[src/rtl/gpio_bank_pkg.sv]
package gpio_bank_pkg;

    localparam int DATA_W = 32;
    localparam int ADDR_W = 8;

    typedef logic [DATA_W-1:0] word_t;
    typedef logic [ADDR_W-1:0] addr_t;

    // Word offsets of the register bank
    localparam addr_t OFF_OUT   = 8'h00;
    localparam addr_t OFF_IN    = 8'h04;
    localparam addr_t OFF_DIR   = 8'h08;
    localparam addr_t OFF_SET   = 8'h10;
    localparam addr_t OFF_CLR   = 8'h14;
    localparam addr_t OFF_PEN   = 8'h18;
    localparam addr_t OFF_PTYPE = 8'h1C;

    typedef enum logic [2:0] {
        SEL_NONE,
        SEL_OUT,
        SEL_IN,
        SEL_DIR,
        SEL_SET,
        SEL_CLR,
        SEL_PEN,
        SEL_PTYPE
    } reg_sel_e;

    typedef struct packed {
        word_t dir;
        word_t pull_en;
        word_t pull_sel;
    } pad_cfg_t;

    function automatic reg_sel_e decode_offset(addr_t a);
        reg_sel_e s;
        case (a)
            OFF_OUT:   s = SEL_OUT;
            OFF_IN:    s = SEL_IN;
            OFF_DIR:   s = SEL_DIR;
            OFF_SET:   s = SEL_SET;
            OFF_CLR:   s = SEL_CLR;
            OFF_PEN:   s = SEL_PEN;
            OFF_PTYPE: s = SEL_PTYPE;
            default:   s = SEL_NONE;
        endcase
        return s;
    endfunction

endpackage

[src/rtl/gpio_in_sync.sv]
module gpio_in_sync
    import gpio_bank_pkg::*;
#(
    parameter int STAGES = 2
) (
    input  logic  clk,
    input  logic  rst,
    input  word_t d,
    output word_t q
);
    word_t chain [STAGES];

    genvar i;
    generate
        for (i = 0; i < STAGES; i++) begin : g_stage
            if (i == 0) begin : g_first
                always_ff @(posedge clk) begin
                    if (rst) chain[0] <= '0;
                    else     chain[0] <= d;
                end
            end else begin : g_next
                always_ff @(posedge clk) begin
                    if (rst) chain[i] <= '0;
                    else     chain[i] <= chain[i-1];
                end
            end
        end
    endgenerate

    assign q = chain[STAGES-1];

endmodule

[src/rtl/gpio_out_latch.sv]
module gpio_out_latch
    import gpio_bank_pkg::*;
(
    input  logic     clk,
    input  logic     rst,
    input  logic     wr_en,
    input  reg_sel_e sel,
    input  word_t    wdata,
    output word_t    out_q
);
    word_t out_n;

    always_comb begin
        out_n = out_q;
        if (wr_en) begin
            case (sel)
                SEL_OUT: out_n = wdata;
                SEL_SET: out_n = out_q | wdata;
                SEL_CLR: out_n = out_q & ~wdata;
                default: out_n = out_q;
            endcase
        end
    end

    always_ff @(posedge clk) begin
        if (rst) out_q <= '0;
        else     out_q <= out_n;
    end


    set_merge_chk: assert property (@(posedge clk) disable iff (rst)
        (wr_en && sel == SEL_SET) |=> ((out_q & $past(wdata)) == $past(wdata))
                                      && ((out_q & ~$past(wdata)) == ($past(out_q) & ~$past(wdata))));


    clr_merge_chk: assert property (@(posedge clk) disable iff (rst)
        (wr_en && sel == SEL_CLR) |=> ((out_q & $past(wdata)) == '0)
                                      && ((out_q & ~$past(wdata)) == ($past(out_q) & ~$past(wdata))));


    latch_hold_chk: assert property (@(posedge clk) disable iff (rst)
        !(wr_en && (sel == SEL_OUT || sel == SEL_SET || sel == SEL_CLR)) |=> $stable(out_q));

endmodule

[src/rtl/gpio_cfg_regs.sv]
module gpio_cfg_regs
    import gpio_bank_pkg::*;
(
    input  logic     clk,
    input  logic     rst,
    input  logic     wr_en,
    input  reg_sel_e sel,
    input  word_t    wdata,
    output pad_cfg_t cfg
);
    always_ff @(posedge clk) begin
        if (rst) begin
            cfg <= '0;
        end else if (wr_en) begin
            case (sel)
                SEL_DIR:   cfg.dir      <= wdata;
                SEL_PEN:   cfg.pull_en  <= wdata;
                SEL_PTYPE: cfg.pull_sel <= wdata;
                default: ;
            endcase
        end
    end


    dir_hold_chk: assert property (@(posedge clk) disable iff (rst)
        !(wr_en && sel == SEL_DIR) |=> $stable(cfg.dir));


    pull_hold_chk: assert property (@(posedge clk) disable iff (rst)
        !(wr_en && (sel == SEL_PEN || sel == SEL_PTYPE))
        |=> ($stable(cfg.pull_en) && $stable(cfg.pull_sel)));

endmodule

[src/rtl/gpio_port_bank.sv]
module gpio_port_bank
    import gpio_bank_pkg::*;
#(
    parameter int SYNC_STAGES = 2
) (
    input  logic              clk,
    input  logic              rst,
    input  logic [ADDR_W-1:0] addr,
    input  logic              wr_en,
    input  logic [DATA_W-1:0] wr_data,
    input  logic              rd_en,
    output logic [DATA_W-1:0] rd_data,
    input  logic [DATA_W-1:0] pin_in,
    output logic [DATA_W-1:0] pin_out,
    output logic [DATA_W-1:0] pin_oe,
    output logic [DATA_W-1:0] pull_en,
    output logic [DATA_W-1:0] pull_sel
);
    reg_sel_e sel;
    word_t    out_q;
    word_t    in_sync;
    pad_cfg_t cfg;
    word_t    rd_mux;
    word_t    rd_q;

    assign sel = decode_offset(addr);

    gpio_in_sync #(.STAGES(SYNC_STAGES)) u_sync (
        .clk (clk),
        .rst (rst),
        .d   (pin_in),
        .q   (in_sync)
    );

    gpio_out_latch u_latch (
        .clk   (clk),
        .rst   (rst),
        .wr_en (wr_en),
        .sel   (sel),
        .wdata (wr_data),
        .out_q (out_q)
    );

    gpio_cfg_regs u_cfg (
        .clk   (clk),
        .rst   (rst),
        .wr_en (wr_en),
        .sel   (sel),
        .wdata (wr_data),
        .cfg   (cfg)
    );

    always_comb begin
        case (sel)
            SEL_OUT:   rd_mux = out_q;
            SEL_IN:    rd_mux = in_sync;
            SEL_DIR:   rd_mux = cfg.dir;
            SEL_PEN:   rd_mux = cfg.pull_en;
            SEL_PTYPE: rd_mux = cfg.pull_sel;
            default:   rd_mux = '0;
        endcase
    end

    always_ff @(posedge clk) begin
        if (rst)        rd_q <= '0;
        else if (rd_en) rd_q <= rd_mux;
        else            rd_q <= '0;
    end

    assign rd_data  = rd_q;
    assign pin_out  = out_q;
    assign pin_oe   = cfg.dir;
    assign pull_en  = cfg.pull_en;
    assign pull_sel = cfg.pull_sel;


    idle_read_zero_chk: assert property (@(posedge clk) disable iff (rst)
        !rd_en |=> (rd_data == '0));


    alias_read_zero_chk: assert property (@(posedge clk) disable iff (rst)
        (rd_en && (addr == OFF_SET || addr == OFF_CLR)) |=> (rd_data == '0));


    unmapped_read_zero_chk: assert property (@(posedge clk) disable iff (rst)
        (rd_en && sel == SEL_NONE) |=> (rd_data == '0));


    out_readback_chk: assert property (@(posedge clk) disable iff (rst)
        (rd_en && sel == SEL_OUT) |=> (rd_data == $past(pin_out)));


    unmapped_write_chk: assert property (@(posedge clk) disable iff (rst)
        (wr_en && sel == SEL_NONE)
        |=> ($stable(pin_out) && $stable(pin_oe) && $stable(pull_en) && $stable(pull_sel)));

endmodule

[config.mk]
export PLATFORM = sky130hd
export DESIGN_NAME = gpio_port_bank
export DESIGN_NICKNAME = d
export VERILOG_FILES = /design/src/rtl/gpio_bank_pkg.sv /design/src/rtl/gpio_in_sync.sv /design/src/rtl/gpio_out_latch.sv /design/src/rtl/gpio_cfg_regs.sv /design/src/rtl/gpio_port_bank.sv
export SDC_FILE = /design/constraint.sdc
export NUM_CORES = 1
export LEC_CHECK = 0
export BUFFER_PORTS_ARGS = -buffer_cell sky130_fd_sc_hd__buf_2
export CORE_AREA = 2 2 146 134
export CTS_BUF_LIST = sky130_fd_sc_hd__clkbuf_2
export DETAILED_ROUTE_END_ITERATION = 16
export DIE_AREA = 0 0 148 136
export PLACE_DENSITY = 0.67
export SETUP_SLACK_MARGIN = 0.02
export SYNTH_ARGS = -nofsm -noshare
export SYNTH_HDL_FRONTEND = slang
export SYNTH_SLANG_ARGS = --single-unit
[constraint.sdc]
create_clock -name clk -period 1.9 [get_ports clk]
set_input_delay 0.38 -clock clk [delete_from_list [all_inputs] [get_ports clk]]
set_output_delay 0.38 -clock clk [all_outputs]
set_load 0.01 [all_outputs]
Word-level counts from Yosys, hierarchy flattened
Memory sizes are Yosys's and may differ from the RTL's.
Cells that the tools add are included.
{"block": "classes", "n_eq_ne": 13, "muxes": 8, "bitwise": 6, "reduce_logical": 7}
{"op": "one-hot mux 32 bit (5 select lines)", "n": 1}
{"op": "one-hot mux 32 bit (3 select lines)", "n": 1}
{"op": "2-to-1 mux 32 bit", "n": 2}
{"op": "bitwise AND 32 bit", "n": 1}
{"op": "== test 8 x 5 -> 1 bit (second input constant)", "n": 4}
{"op": "NOT 32 bit", "n": 1}
{"op": "bitwise OR 32 bit", "n": 1}
{"op": "one-hot mux 3 bit (7 select lines)", "n": 1}
{"op": "== test 3 bit (second input constant)", "n": 4}
{"op": "== test 8 x 3 -> 1 bit (second input constant)", "n": 1}
{"op": "== test 8 x 4 -> 1 bit (second input constant)", "n": 1}
{"op": "logical NOT 8 bit", "n": 1}
{"op": "AND reduction 2 bit", "n": 4}
{"op": "== test 3 x 2 -> 1 bit (second input constant)", "n": 2}
{"op": "== test 3 x 1 -> 1 bit (second input constant)", "n": 1}
{"op": "2-to-1 mux 1 bit", "n": 3}
{"op": "nonzero test 3 bit", "n": 1}
{"op": "bitwise OR 1 bit", "n": 2}
{"op": "OR reduction 2 bit", "n": 1}
{"op": "NOT 1 bit", "n": 1}
{"block": "totals", "reg_bits": 160, "mem_bits_rw": 64, "input_bits": 76, "out_inout_bits": 160, "elab_cells": 40, "n_memories": 1}
{"memory": "u_sync.chain", "depth": 2, "width": 32, "rd": 2, "rd_ports_with_merged_regs": 0, "write_ports": 2, "line": "gpio_in_sync.sv:11", "text": "word_t chain [STAGES];"}

Longest topological paths before layout
{"block": "depth", "word_depth": 5, "ltp_mapped": 6, "mapped_depth_nobuf": 4}

Cells and area by module
From an unflattened synthesis, not the netlist that was laid out.
{"block": "unflattened", "cells_unflattened": 843, "area_unflattened_um2": 9283.9}
{"module": "gpio_cfg_regs", "instances": 1, "cells_per_inst": 349, "area_per_inst_um2": 3871.2, "seq_area_each_um2": 1921.8}
{"module": "gpio_port_bank", "instances": 1, "cells_per_inst": 246, "area_per_inst_um2": 2235.9, "seq_area_each_um2": 640.6}
{"module": "gpio_in_sync", "instances": 1, "cells_per_inst": 135, "area_per_inst_um2": 1918.1, "seq_area_each_um2": 1281.2}
{"module": "gpio_out_latch", "instances": 1, "cells_per_inst": 113, "area_per_inst_um2": 1258.7, "seq_area_each_um2": 640.6}

Worst setup path before layout
Ideal clock, no wire load.
{"block": "synth_timing", "path_kind": "input-to-reg", "startpoint": "input port addr[5]", "endpoint": "register, netlist name u_cfg.cfg[10]", "setup_time_ns": 0.132, "arrival_time_ns": 1.677, "t_required_ns": 1.768, "slack_ns": 0.091, "path_stages": 6, "n_path_buf": 2, "cell_sequence": "or3_4 -> or4_1 -> buf_2 -> buf_6 -> nand2_1 -> a21oi_1"}
{"block": "synth_via", "elab_chain_cells": 4, "elab_cells_between_ends": 10, "cone_classes": "7 x eq/ne; 1 x mux; 2 x reduce/logical"}
{"element": "start, declared", "line": "gpio_port_bank.sv:8", "text": "input logic [ADDR_W-1:0] addr,"}
{"element": "== test 8 x 5 -> 1 bit, or another cell as far along", "line": "gpio_bank_pkg.sv:37", "text": "case (a)"}
{"element": "one-hot mux 3 bit (7 select lines) (*)", "line": "gpio_bank_pkg.sv:37"}
{"element": "== test 3 bit (*)", "line": "gpio_cfg_regs.sv:15", "text": "case (sel)"}
{"element": "AND reduction 2 bit (no source line) (*)"}
Mark *: on every way between the ends. The rest lies on a longest branch, timed or not.
A chain may end at the register's enable or synchronous reset.

Final worst setup path
{"block": "layout_timing", "startpoint": "register, netlist name u_cfg.cfg[0]", "endpoint": "output port pull_sel[0]"}
{"element": "end, declared", "line": "gpio_port_bank.sv:17", "text": "output logic [DATA_W-1:0] pull_sel"}
No word-level cell between the ends.

==> impl_metrics.ini <==
[run_status]
outcome = finished clean

[route]
drc = 0
wl_per_cell_um = 17.31
dr.pass1.iters = 6
initialDrtViolationCount = 420
antenna_left = 0
avgViaCountPerCell = 5.177
wirelength_mm = 25.09
vias = 7501

[yosys]
synth.area.top_cells = dfxtp_1 (54%), mux2i_1 (12%), a22o_1 (6.7%)
yosys.area.top_type = dfxtp_1
syn_area_um2 = 8260
synth_nets = 909
syn_avg_cell_area_um2 = 9.916
ys.warnings.count = 0
synth-seq-area-share_pct = 54.29
synth_seq_cells = 224
synthCells = 833
synth.top_cell.area_share_pct = 54.29
synth_cell_types = 31

[final_layout]
mostFrequentLayoutCells = buf_2 (234), dfxtp_1 (222), nand2_1 (129)
drive_above_1_share_pct = 31.28
multi_input_area_um2 = 3495
final_common_cell = buf_2
fill_cells = 1652
seq_area_um2 = 4487
design_area_um2 = 11040
area_delta_synth_final_pct = 33.67
antennaDiodeCount = 0
nets = 1243

[critical_path]
end_kind = output port
crit_chain = buf_2
required_ps = 1520
worstSetupPathType = reg2out
slowest_stage = dfxtp_1
crit_fanout = 3
arrival_ps = 1380
max_stage_delay_ps = 400
start_kind = flop
worstPathBufferInverterCount = 1
crit_family = flip-flops

[clock_tree]
h-tree-depth = 2
clock_latency_ps = 820
cts_tree = done
cts_root_buf = clkbuf_2
path_clk_slew_ps = 110
cts_buffers = 55
cts_setup_buffers = 0
clockBufferDepth = 3
cts_sinks = 224

[sta]
rsz0062_at_grt = false
setup_viol = 0
finalHoldViolations = 0
fin_skew_ps = 78.58
slew_viol_final = 0
fin_crit_sh_pct = 92.46
worst_slew_pin_slew_ps = 654.5
setup_ws_ps = 143.3
finalCriticalPeriod_ps = 1757
setup_tns_ps = 0
max_slew_margin_pct = 56.37
fmax_mhz = 569.3

[placed_design]
gp_congestion = 0.8127
pre_cts_slack_ps = -108.8
dp_hpwl_mm = 16.27
dpl_cell_area_um2 = 9946
portBuffers = 235

[global_routing]
grt_pass1_wl_mm = 38.19
grt_pass1_vias = 7077
grt.overflow.total = 0
grt_start_max_net_pins = 143
antenna_found_initial = 1
grtUsageTotal_pct = 24.09

[power]
power.density_nw_per_um2 = 746.9
irDropWorstVdd_uv = 388.8
p_leak_uw = 0.005208

[floorplanning]
initial_core_util_pct = 44.08
fp.dieH_um = 136
io_pins = 236
rows = 48
fp.dieArea_um2 = 20130
core_um2 = 18740
die_w_um = 148

[hold_path]
hp-class = in2reg

[flow_run]
cap_violations = 0
flip-flops by register name, indices dropped and copies added, names as in the netlist:
signal / cells
u_cfg.cfg: 96
u_sync.chain: 64
rd_data: 32
u_latch.out_q: 32
cell type report:
type / count / share of cell area [%]
Sequential cell: 224 / 40.63
Inverter: 1 / 0.03399
Tap cell: 250 / 2.833
Multi-Input combinational cell: 540 / 31.65
Clock buffer: 78 / 3.535
Timing Repair Buffer: 345 / 20.93
Clock inverter: 11 / 0.3853
stage by stage:
stage	util (%)	hold slack (ps)	total power, uW	std cells
after CTS	58.91	60.59	8342	1449
final	58.93	90.61	8247	1449
after floorplan	-	413.8	5128	833
after global placement	53.08	416.8	5368	1294
after detailed placement	53.08	422.3	5372	1294
after global routing	58.93	43.58	8668	1449
what timing repair did:
item,4_1_cts,5_1_grt
hold buffers,66,0
endpoints found under the setup margin,0,2
hold endpoints to repair,160,0
gates resized for setup,0,2
layer usage:
metal	up-vias	GRT usage [%]	share of wire (%)
li1	3620	-	-
met1	3532	31.26	44
met2	306	39.35	47
met3	41	5.503	7.4
met4	2	9.048	2.0
met5	-	0	0.052
cells by family (layout without fill, tap and decap cells):
kind of cell | count (synthesis) | after routing | synth area share, %
AND/OR/NAND/NOR | 251 | 251 | 14.69
flip-flops | 224 | 224 | 54.29
AO/OA/AOI/OAI | 193 | 193 | 15.53
multiplexers | 96 | 96 | 11.63
buffers and inverters | 69 | 435 | 3.862
power breakdown:
part / internal, uW / switching [uW] / leakage, uW
sequential: 4760 / 17.5 / 0.00182
clock: 1080 / 1790 / 0.000352
combinational: 297 / 299 / 0.00304
cell usage after synthesis, drive strengths merged:
library cell / instances
or4: 1
o21ai: 2
or2: 2
or4b: 2
a31oi: 1
nor4: 2
inv: 1
and3: 1
nor2: 35
a21oi: 64
nor2b: 67
a22o: 63
clkbuf: 40
nor4b: 1
and4b: 1
mux2i: 96
nand4b: 3
dfxtp: 224
nand2: 129
nand2b: 1
or3: 1
nand3: 2
nor3: 3
buf: 28
o22ai: 63
worst paths after layout:
check	start	depth (start not counted)	end	slack (ps)
max	u_cfg.cfg[0]	1	pull_sel[0]	140
min	addr[2]	3	u_latch.out_q[31]	90
max reg2reg	u_cfg.cfg[63]	3	u_cfg.cfg[63]	750
min reg2reg	u_sync.chain[0][25]	1	u_sync.chain[1][25]	370
(Power assumes the default switching activity.)
